[config.mk]
export PLATFORM = sky130hd
export DESIGN_NAME = acc_alu
export DESIGN_NICKNAME = d
export VERILOG_FILES = /design/src/rtl/acc_alu_pkg.sv /design/src/rtl/acc_alu_decode.sv /design/src/rtl/acc_alu_datapath.sv /design/src/rtl/acc_alu_flags.sv /design/src/rtl/acc_alu.sv
export SDC_FILE = /design/constraint.sdc
export NUM_CORES = 1
export LEC_CHECK = 0
export BUFFER_PORTS_ARGS = -buffer_cell sky130_fd_sc_hd__buf_4
export CAP_MARGIN = 20
export CORE_UTILIZATION = 59
export CTS_BUF_LIST = sky130_fd_sc_hd__clkbuf_4 sky130_fd_sc_hd__clkbuf_8
export CTS_CLUSTER_DIAMETER = 100
export DETAILED_ROUTE_END_ITERATION = 10
export PLACE_DENSITY = 0.89
export SLEW_MARGIN = 25
export SYNTH_ARGS = -nofsm -noshare
export SYNTH_HDL_FRONTEND = slang
export SYNTH_SLANG_ARGS = --single-unit
[constraint.sdc]
create_clock -name clk -period 4.1 [get_ports clk]
set_clock_uncertainty 0.15 [all_clocks]
set_input_delay 0.205 -clock clk [delete_from_list [all_inputs] [get_ports clk]]
set_output_delay 0.205 -clock clk [all_outputs]
set_load 0.01 [all_outputs]
[src/rtl/acc_alu_pkg.sv]
package acc_alu_pkg;
    localparam int OPC_W = 8;

    localparam logic [OPC_W-1:0] OPC_ADD = 8'h01;
    localparam logic [OPC_W-1:0] OPC_SUB = 8'h09;
    localparam logic [OPC_W-1:0] OPC_AND = 8'h11;
    localparam logic [OPC_W-1:0] OPC_OR  = 8'h15;
    localparam logic [OPC_W-1:0] OPC_XOR = 8'h19;
    localparam logic [OPC_W-1:0] OPC_NOT = 8'h1D;
    localparam logic [OPC_W-1:0] OPC_SHL = 8'h21;
    localparam logic [OPC_W-1:0] OPC_SHR = 8'h25;

    typedef enum logic [3:0] {
        K_NONE, K_ADD, K_SUB, K_AND, K_OR, K_XOR, K_NOT, K_SHL, K_SHR
    } op_kind_e;

    localparam int FLG_Z = 0;
    localparam int FLG_C = 1;
    localparam int FLG_N = 2;
    localparam int FLG_V = 3;
    localparam int FLG_W = 4;
endpackage

[src/rtl/acc_alu_decode.sv]
module acc_alu_decode
    import acc_alu_pkg::*;
(
    input  logic [OPC_W-1:0] opcode_i,
    output op_kind_e         kind_o
);
    always_comb begin
        unique case (opcode_i)
            OPC_ADD: kind_o = K_ADD;
            OPC_SUB: kind_o = K_SUB;
            OPC_AND: kind_o = K_AND;
            OPC_OR:  kind_o = K_OR;
            OPC_XOR: kind_o = K_XOR;
            OPC_NOT: kind_o = K_NOT;
            OPC_SHL: kind_o = K_SHL;
            OPC_SHR: kind_o = K_SHR;
            default: kind_o = K_NONE;
        endcase
    end
endmodule

[src/rtl/acc_alu_datapath.sv]
module acc_alu_datapath
    import acc_alu_pkg::*;
#(
    parameter int WIDTH = 16
) (
    input  op_kind_e         kind_i,
    input  logic [WIDTH-1:0] a_i,
    input  logic [WIDTH-1:0] b_i,
    output logic [WIDTH-1:0] res_o,
    output logic             carry_we_o,
    output logic             carry_o,
    output logic             ovf_o
);
    localparam int MSB = WIDTH - 1;

    logic [WIDTH:0] sum_ext;
    logic [WIDTH:0] dif_ext;

    assign sum_ext = {1'b0, a_i} + {1'b0, b_i};
    assign dif_ext = {1'b0, a_i} - {1'b0, b_i};

    always_comb begin
        res_o      = '0;
        carry_we_o = 1'b0;
        carry_o    = 1'b0;
        ovf_o      = 1'b0;
        unique case (kind_i)
            K_ADD: begin
                res_o      = sum_ext[MSB:0];
                carry_we_o = 1'b1;
                carry_o    = sum_ext[WIDTH];
                ovf_o      = (a_i[MSB] == b_i[MSB]) && (sum_ext[MSB] != a_i[MSB]);
            end
            K_SUB: begin
                res_o      = dif_ext[MSB:0];
                carry_we_o = 1'b1;
                carry_o    = dif_ext[MSB];
                ovf_o      = (a_i[MSB] != b_i[MSB]) && (dif_ext[MSB] != a_i[MSB]);
            end
            K_AND: res_o = a_i & b_i;
            K_OR:  res_o = a_i | b_i;
            K_XOR: res_o = a_i ^ b_i;
            K_NOT: res_o = ~a_i;
            K_SHL: begin
                res_o      = {a_i[MSB-1:0], 1'b0};
                carry_we_o = 1'b1;
                carry_o    = a_i[MSB];
            end
            K_SHR: begin
                res_o      = {1'b0, a_i[MSB:1]};
                carry_we_o = 1'b1;
                carry_o    = a_i[0];
            end
            default: res_o = '0;
        endcase
    end
endmodule

[src/rtl/acc_alu_flags.sv]
module acc_alu_flags
    import acc_alu_pkg::*;
#(
    parameter int WIDTH = 16
) (
    input  logic             clk,
    input  logic             rst_n,
    input  logic             load_i,
    input  logic [WIDTH-1:0] res_i,
    input  logic             carry_we_i,
    input  logic             carry_i,
    input  logic             ovf_i,
    output logic [FLG_W-1:0] flags_o
);
    logic [FLG_W-1:0] flags_q;
    logic [FLG_W-1:0] flags_d;

    always_comb begin
        flags_d        = flags_q;
        flags_d[FLG_Z] = (res_i == '0);
        flags_d[FLG_N] = res_i[WIDTH-1];
        flags_d[FLG_V] = ovf_i;
        if (carry_we_i) flags_d[FLG_C] = carry_i;
    end

    always_ff @(posedge clk or negedge rst_n) begin
        if (!rst_n)      flags_q <= '0;
        else if (load_i) flags_q <= flags_d;
    end

    assign flags_o = flags_q;


    flag_hold_chk: assert property (@(posedge clk) disable iff (!rst_n)
        !load_i |=> $stable(flags_q));
endmodule

[src/rtl/acc_alu.sv]
module acc_alu
    import acc_alu_pkg::*;
#(
    parameter int WIDTH = 16
) (
    input  logic             clk,
    input  logic             rst_n,
    input  logic             valid_i,
    input  logic [7:0]       opcode_i,
    input  logic [WIDTH-1:0] src_a_i,
    input  logic [WIDTH-1:0] src_b_i,
    output logic [WIDTH-1:0] acc_o,
    output logic [3:0]       flags_o
);
    op_kind_e         kind;
    logic             carry_we;
    logic             carry_v;
    logic             ovf_v;
    logic             load;

    acc_alu_decode u_dec (
        .opcode_i (opcode_i),
        .kind_o   (kind)
    );

    acc_alu_datapath #(.WIDTH(WIDTH)) u_dp (
        .kind_i     (kind),
        .a_i        (src_a_i),
        .b_i        (src_b_i),
        .res_o      (acc_o),
        .carry_we_o (carry_we),
        .carry_o    (carry_v),
        .ovf_o      (ovf_v)
    );

    assign load = valid_i && (kind != K_NONE);

    acc_alu_flags #(.WIDTH(WIDTH)) u_flg (
        .clk        (clk),
        .rst_n      (rst_n),
        .load_i     (load),
        .res_i      (acc_o),
        .carry_we_i (carry_we),
        .carry_i    (carry_v),
        .ovf_i      (ovf_v),
        .flags_o    (flags_o)
    );


    zero_flag_chk: assert property (@(posedge clk) disable iff (!rst_n)
        load |=> flags_o[FLG_Z] == ($past(acc_o) == '0));

    neg_flag_chk: assert property (@(posedge clk) disable iff (!rst_n)
        load |=> flags_o[FLG_N] == $past(acc_o[WIDTH-1]));

    sub_carry_chk: assert property (@(posedge clk) disable iff (!rst_n)
        (valid_i && opcode_i == OPC_SUB) |=> flags_o[FLG_C] == flags_o[FLG_N]);

    logic_carry_chk: assert property (@(posedge clk) disable iff (!rst_n)
        (valid_i && (opcode_i == OPC_AND || opcode_i == OPC_OR ||
                     opcode_i == OPC_XOR || opcode_i == OPC_NOT))
        |=> ($stable(flags_o[FLG_C]) && !flags_o[FLG_V]));

    unknown_op_chk: assert property (@(posedge clk) disable iff (!rst_n)
        (kind == K_NONE) |-> (acc_o == '0));
endmodule

==> results.json, run 1 <==
{
  "wire_per_inst_um": 19.2,
  "ys_ff_latch": 4,
  "p_comb_share_pct": 76.3,
  "swShare_pct": 48.4,
  "slowest_delay_ns": 0.55,
  "path_cells": "buf_4, inv_1, ha_2, inv_1, fa_1, or2_2, a32oi_1, o21ai_0, or4_1, or4_4, nor4_2, or4b_1, or4_4, o31ai_2",
  "cts_tree": "done",
  "first_iter_violations": 663,
  "grt_pass1_wl_um": 18000,
  "layout.nets": 609,
  "vias": 4158,
  "synth_edf_count": 0,
  "place_area_um2": 3790,
  "first_pass_iters": 5,
  "syn_inst": 458,
  "port-buffer-count": 62,
  "hold_slack_ns": 0.200,
  "max_cap_viol_count": 0,
  "crit_family": "simple AND/OR/NAND/NOR gates",
  "syn_area_um2": 3250,
  "leakage_uw": 0.00183,
  "avgViaCountPerCell": 7.16,
  "outcome": "finished clean",
  "ctsHtreeMaxLevel": 1,
  "core_um2": 5200,
  "critPathLaunchType": "input pin",
  "grt_max_degree": 33,
  "period_share_pct": 96.0,
  "r2r_start": "u_flg.flags_o[2]$_DFFE_PN0P_",
  "ir_drop_v": 0.000108,
  "grt_pass1_vias": 3827,
  "fmax_ghz": 0.254,
  "drt_wl_total_um": 11200,
  "setup_viol": 0,
  "pre_cts_ws_ns": -0.0745,
  "area_growth_syn_to_layout_pct": 18.5,
  "crit_required_ns": 4.08,
  "cpMaxStageDelayCell": "or4_4",
  "num_io_pins": 63,
  "path_max_fanout": 4,
  "clk_root_buffer_cell": "clkbuf_8",
  "worstSetupPathType": "in -> reg",
  "insertion_delay_ns": 0.22,
  "clk_pin_slew_worst_paths_ns": 0.03,
  "power_density_nw_per_um2": 137,
  "maxSlewHeadroom_pct": 44.1,
  "ant_nets": 0,
  "cts.sinks": 4,
  "hold_viol_final": 0,
  "drc": 0,
  "p_total_uw": 529,
  "yosys_warnings": 0,
  "path_buf_inv": 3,
  "num_rows": 26,
  "largest_reg_flops": 4,
  "num_antenna_cells": 0,
  "drive_gt1_share_pct": 18.8,
  "p_int_uw": 273,
  "track_usage_pct": 37.4,
  "fin_crit_ns": 3.94,
  "synth.avg_cell_area_um2": 7.10,
  "start_util_pct": 62.5,
  "endpoint_kind": "flip-flop",
  "dpl.hpwl_um": 8530,
  "cp.arrival_ns": 3.92,
  "r2r-end": "u_flg.flags_o[2]$_DFFE_PN0P_",
  "n_fill_cell": 398,
  "antenna_found_initial": 0,
  "die_w_um": 76.2,
  "cts_buffer_depth": 2,
  "setup_ws_ns": 0.162,
  "async_flop_share_pct": 100,
  "final_cell_area_um2": 3850,
  "setup_tns_ns": 0,
  "final_cell_mix": "buf_4 (74), ha_1 (50), inv_1 (49)",
  "ys_types": 72,
  "ff2ff_setup_slack_ns": 3.18,
  "dieArea_um2": 5810,
  "seq_area_frac_synth_pct": 3.08,
  "worst_pin_slew_ns": 0.831,
  "clkPwrFrac_pct": 15.9,
  "place.gp.congestion": 0.996,
  "r2r_cells": 1,
  "cts_buffers": 3,
  "layout_commonest_cell": "buf_4",
  "die-height_um": 76.2,
  "final_max_slew_viol_count": 0,
  "p_seq_share_pct": 7.9,
  "gr-total-overflow": 0,
  "synth_ff_type": "dfrtp_1",
  "synth_fp_nets": 554,
  "hold_path_class": "in -> async",
  "p_switching_uw": 256
}
==> per-stage QoR <==
stage,std cells,utilization [%]
detailed placement,577,72.7
floorplan,458,-
CTS,581,73.7
global placement,577,72.7
finish,581,74.0
global route,581,74.0
==> cells by family after synthesis <==
kind of cell / synth area share [%]
muxes: 4.89
xor gates and xnor gates: 1.62
and+or+nand+nor: 25.7
DFF: 3.08
adders and majority gates: 20.9
buffers and inverters: 9.12
AOI/OAI and AO/OA: 34.7
==> per-layer routing <==
layer	GRT usage, %	up-vias	wire length (um)
met5	0	-	0
met4	19.4	0	618
met3	5.87	91	1510
met2	59.1	375	4810
met1	48.8	1856	4220
li1	-	1836	-
==> Yosys cell counts, types with 3 or more instances <==
cell,number,share of area [%]
a211oi_1,7,1.6
a32oi_1,6,1.6
o21ai_0,19,2.9
a221oi_1,3,0.81
nand4_1,3,0.58
o22ai_1,10,1.9
a22o_1,3,0.81
or4_1,6,1.4
o211ai_1,7,1.6
a2111oi_0,7,1.9
xnor2_1,5,1.3
a31oi_1,3,0.58
or2_2,5,0.96
inv_1,49,5.7
o21a_1,4,0.92
a22oi_1,7,1.6
nand2_1,22,2.5
a221o_1,5,1.5
dfrtp_1,4,3.1
nor3b_1,4,0.92
a21o_1,10,2.3
ha_1,51,20
nand3_1,11,1.7
mux4_2,3,2.1
nor4_1,6,1.2
mux2i_1,8,2.5
o2111ai_1,5,1.3
nor3_1,8,1.2
nand2b_1,6,1.2
and3b_1,3,0.81
clkbuf_1,12,1.4
and2_1,5,0.96
nor2_1,39,4.5
o221ai_1,4,1.1
a211o_1,3,0.81
nor2b_1,12,2.3
buf_2,9,1.4
a21oi_1,30,4.6
nor4b_1,3,0.81
and3_1,4,0.77
or3_1,4,0.77
buf_1,3,0.35
o41ai_1,3,0.81
==> worst max-delay path by stage <==
stage | slack (ns) | cells past startpoint | from | to
2_1_floorplan | 0.40 | 13 | src_a_i[0] | u_flg.flags_o[0]$_DFFE_PN0P_
3_3_place_gp | 0.12 | 14 | src_a_i[0] | u_flg.flags_o[0]$_DFFE_PN0P_
3_5_place_dp | -0.07 | 14 | src_a_i[0] | u_flg.flags_o[0]$_DFFE_PN0P_
4_1_cts | 0.13 | 14 | src_a_i[0] | u_flg.flags_o[0]$_DFFE_PN0P_
5_1_grt | -0.01 | 14 | src_a_i[0] | u_flg.flags_o[0]$_DFFE_PN0P_
6_report | 0.16 | 14 | src_a_i[0] | u_flg.flags_o[0]$_DFFE_PN0P_
==> power by group through the flow <==
stage | combinational (uW) | sequential, uW | clock, uW
after floorplan | 249 | 42.4 | 0
after global placement | 377 | 41.9 | 0
after detailed placement | 386 | 42.0 | 0
after CTS | 388 | 41.5 | 85.0
after global routing | 436 | 41.6 | 91.4
final | 403 | 41.6 | 84.0
==> cell type report <==
cell class	count	area, um^2	share of cell area (%)
Clock buffer	3	41.3	1.07
Inverter	50	188	4.87
Multi-Input combinational cell	379	2870	74.5
Sequential cell	4	100	2.60
Tap cell	70	87.6	2.27
Timing Repair Buffer	75	566	14.7
==> repair_timing <==
| action | in CTS | in global routing |
|---|---|---|
| gates resized for setup | 0 | 4 |
| hold endpoints to repair | 4 | 0 |
| buffers inserted | 0 | 0 |
| endpoints found under the setup margin | 0 | 1 |
| hold buffers | 1 | 0 |
Note: power is estimated with default switching activity, not from simulation.
==> run 2, diff against run 1 <==
--- a/config.mk
+++ b/config.mk
@@ -7,11 +7,11 @@
 export LEC_CHECK = 0
 export BUFFER_PORTS_ARGS = -buffer_cell sky130_fd_sc_hd__buf_4
 export CAP_MARGIN = 20
-export CORE_UTILIZATION = 59
+export CORE_UTILIZATION = 60
 export CTS_BUF_LIST = sky130_fd_sc_hd__clkbuf_4 sky130_fd_sc_hd__clkbuf_8
 export CTS_CLUSTER_DIAMETER = 100
 export DETAILED_ROUTE_END_ITERATION = 10
-export PLACE_DENSITY = 0.89
+export PLACE_DENSITY = 0.91
 export SLEW_MARGIN = 25
 export SYNTH_ARGS = -nofsm -noshare
 export SYNTH_HDL_FRONTEND = slang
==> constraint.sdc (replaced) <==
create_clock -name clk -period 4.85 [get_ports clk]
set_clock_uncertainty 0.15 [all_clocks]
set_input_delay 0.2425 -clock clk [delete_from_list [all_inputs] [get_ports clk]]
set_output_delay 0.2425 -clock clk [all_outputs]
set_load 0.01 [all_outputs]
==> results.json, run 2 (synthesized netlist as in run 1, its figures left out) <==
{
  "crit_required_ns": 4.82,
  "start_util_pct": 62.9,
  "stdcell_count": 575,
  "critPathLaunchType": "input pin",
  "grt_busiest_layer": "met2",
  "cpMaxStageDelayCell": "or4_1",
  "path_common_cell": "or4_1",
  "outcome": "finished clean",
  "die-height_um": 75.6,
  "cts_hold_buffers": 1,
  "ctsHtreeMaxLevel": 1,
  "regArea_um2": 100,
  "num_antenna_cells": 0,
  "dieArea_um2": 5720,
  "cts_tree": "done",
  "use_met2_pct": 62.9,
  "vias": 4039,
  "multi_input_area_um2": 2860,
  "p_comb_share_pct": 76.8,
  "largest_reg_flops": 4,
  "grt_pass1_vias": 3823,
  "grt_max_degree": 33,
  "power_density_nw_per_um2": 117,
  "cp-startpoint": "src_a_i[0]",
  "crit_family": "simple AND/OR/NAND/NOR gates",
  "final_max_slew_viol_count": 0,
  "postCtsSetupBuffers": 0,
  "avgViaCountPerCell": 7.02,
  "path_max_fanout": 4,
  "worst_pin_slew_ns": 0.886,
  "num_io_pins": 63,
  "rsz0062_at_grt": "no",
  "drt_wl_total_um": 11000,
  "swShare_pct": 48.4,
  "n_fill_cell": 426,
  "leakage_uw": 0.00179,
  "cts.sinks": 4,
  "setup_viol": 0,
  "ant_nets": 0,
  "ctsResizeCount": 0,
  "dpl.hpwl_um": 8380,
  "cts_buffers": 3,
  "setup_tns_ns": 0,
  "endpoint_kind": "flip-flop",
  "drive_gt1_share_pct": 17.0,
  "port-buffer-count": 62,
  "path_buf_inv": 3,
  "place.gp.congestion": 0.992,
  "use_met1_pct": 48.8,
  "drc": 0,
  "fin_util_pct": 73.3,
  "dp_cells": 571,
  "final_cell_mix": "buf_4 (68), ha_1 (51), inv_1 (49)",
  "first_iter_violations": 581,
  "wire_per_inst_um": 19.2,
  "num_rows": 26,
  "layout_commonest_cell": "buf_4",
  "worstSetupPathType": "in -> reg",
  "grt_pass1_wl_um": 17500,
  "p_switching_uw": 214,
  "clk_root_buffer_cell": "clkbuf_8",
  "insertion_delay_ns": 0.21,
  "hold_slack_ns": 0.240,
  "cts_buffer_depth": 2,
  "clkPwrFrac_pct": 15.3,
  "cp.arrival_ns": 3.98,
  "clk_pin_slew_worst_paths_ns": 0.03,
  "area_growth_syn_to_layout_pct": 16.6,
  "slowest_delay_ns": 0.54,
  "core_um2": 5170,
  "met3_usage_pct": 10.2,
  "first_pass_iters": 5,
  "ir_drop_v": 0.000167,
  "track_usage_pct": 39.2,
  "maxSlewHeadroom_pct": 40.1,
  "die_w_um": 75.6,
  "gr-total-overflow": 0,
  "path_cells": "buf_4, inv_1, ha_1, inv_1, fa_1, or2_2, a32oi_1, o21ai_0, or4_1, or4_1, nor4_1, or4b_1, or4_1, o31ai_2",
  "p_int_uw": 228,
  "r2r_start": "u_flg.flags_o[2]$_DFFE_PN0P_",
  "antenna_found_initial": 0,
  "hold_path_class": "in -> async",
  "hold_viol_final": 0,
  "layout.nets": 603,
  "max_cap_viol_count": 0,
  "period_share_pct": 82.7,
  "fmax_ghz": 0.249,
  "p_seq_share_pct": 7.9,
  "fin_crit_ns": 4.01
}
[run 2: cell types whose count changed in the layout (fill, tap and decap cells not counted)]
cell    delta
buf_4      -6
ha_1       +1
ha_2       -1
nor4_1     +1
nor4_2     -1
or4_1      +2
or4_4      -2
[run 2: worst paths after layout]
path / to / slack (ns) / cells after the start
worst min register to register: u_flg.flags_o[0]$_DFFE_PN0P_ / 0.34 / 2
min in group clk: u_flg.flags_o[1]$_DFFE_PN0P_ / 0.31 / 3
worst max-delay path: u_flg.flags_o[0]$_DFFE_PN0P_ / 0.84 / 14
max in group asynchronous: u_flg.flags_o[1]$_DFFE_PN0P_ / 4.21 / 2
worst min-delay path: u_flg.flags_o[3]$_DFFE_PN0P_ / 0.24 / 2
worst max register to register: u_flg.flags_o[2]$_DFFE_PN0P_ / 3.95 / 1
[run 2: area by class of cell]
class                           instances  area share, %
Clock buffer                            3           1.09
Timing Repair Buffer                   69           13.7
Inverter                               50           4.95
Tap cell                               70           2.31
Sequential cell                         4           2.64
Multi-Input combinational cell        379           75.3
[run 2: per-layer routing]
layer,wire length [um],vias up
li1,-,1817
met1,4230,1831
met2,4970,332
met4,384,0
met3,1450,59
met5,0,-
[run 2: per-stage QoR]
step	setup WS (ns)	cell area, um^2	total power, uW
final	0.841	3790	442
after global routing	0.705	3790	473
after CTS	0.911	3790	430
after detailed placement	0.716	3740	359
after global placement	0.832	3740	351
after floorplan	1.12	3250	246
[run 2: power groups by stage]
stage / clock [uW] / combinational (uW) / sequential [uW]
2_1_floorplan: 0 / 211 / 35.9
3_3_place_gp: 0 / 316 / 35.4
3_5_place_dp: 0 / 324 / 35.4
4_1_cts: 68.2 / 327 / 35.1
5_1_grt: 71.8 / 366 / 35.1
6_report: 67.7 / 340 / 35.1
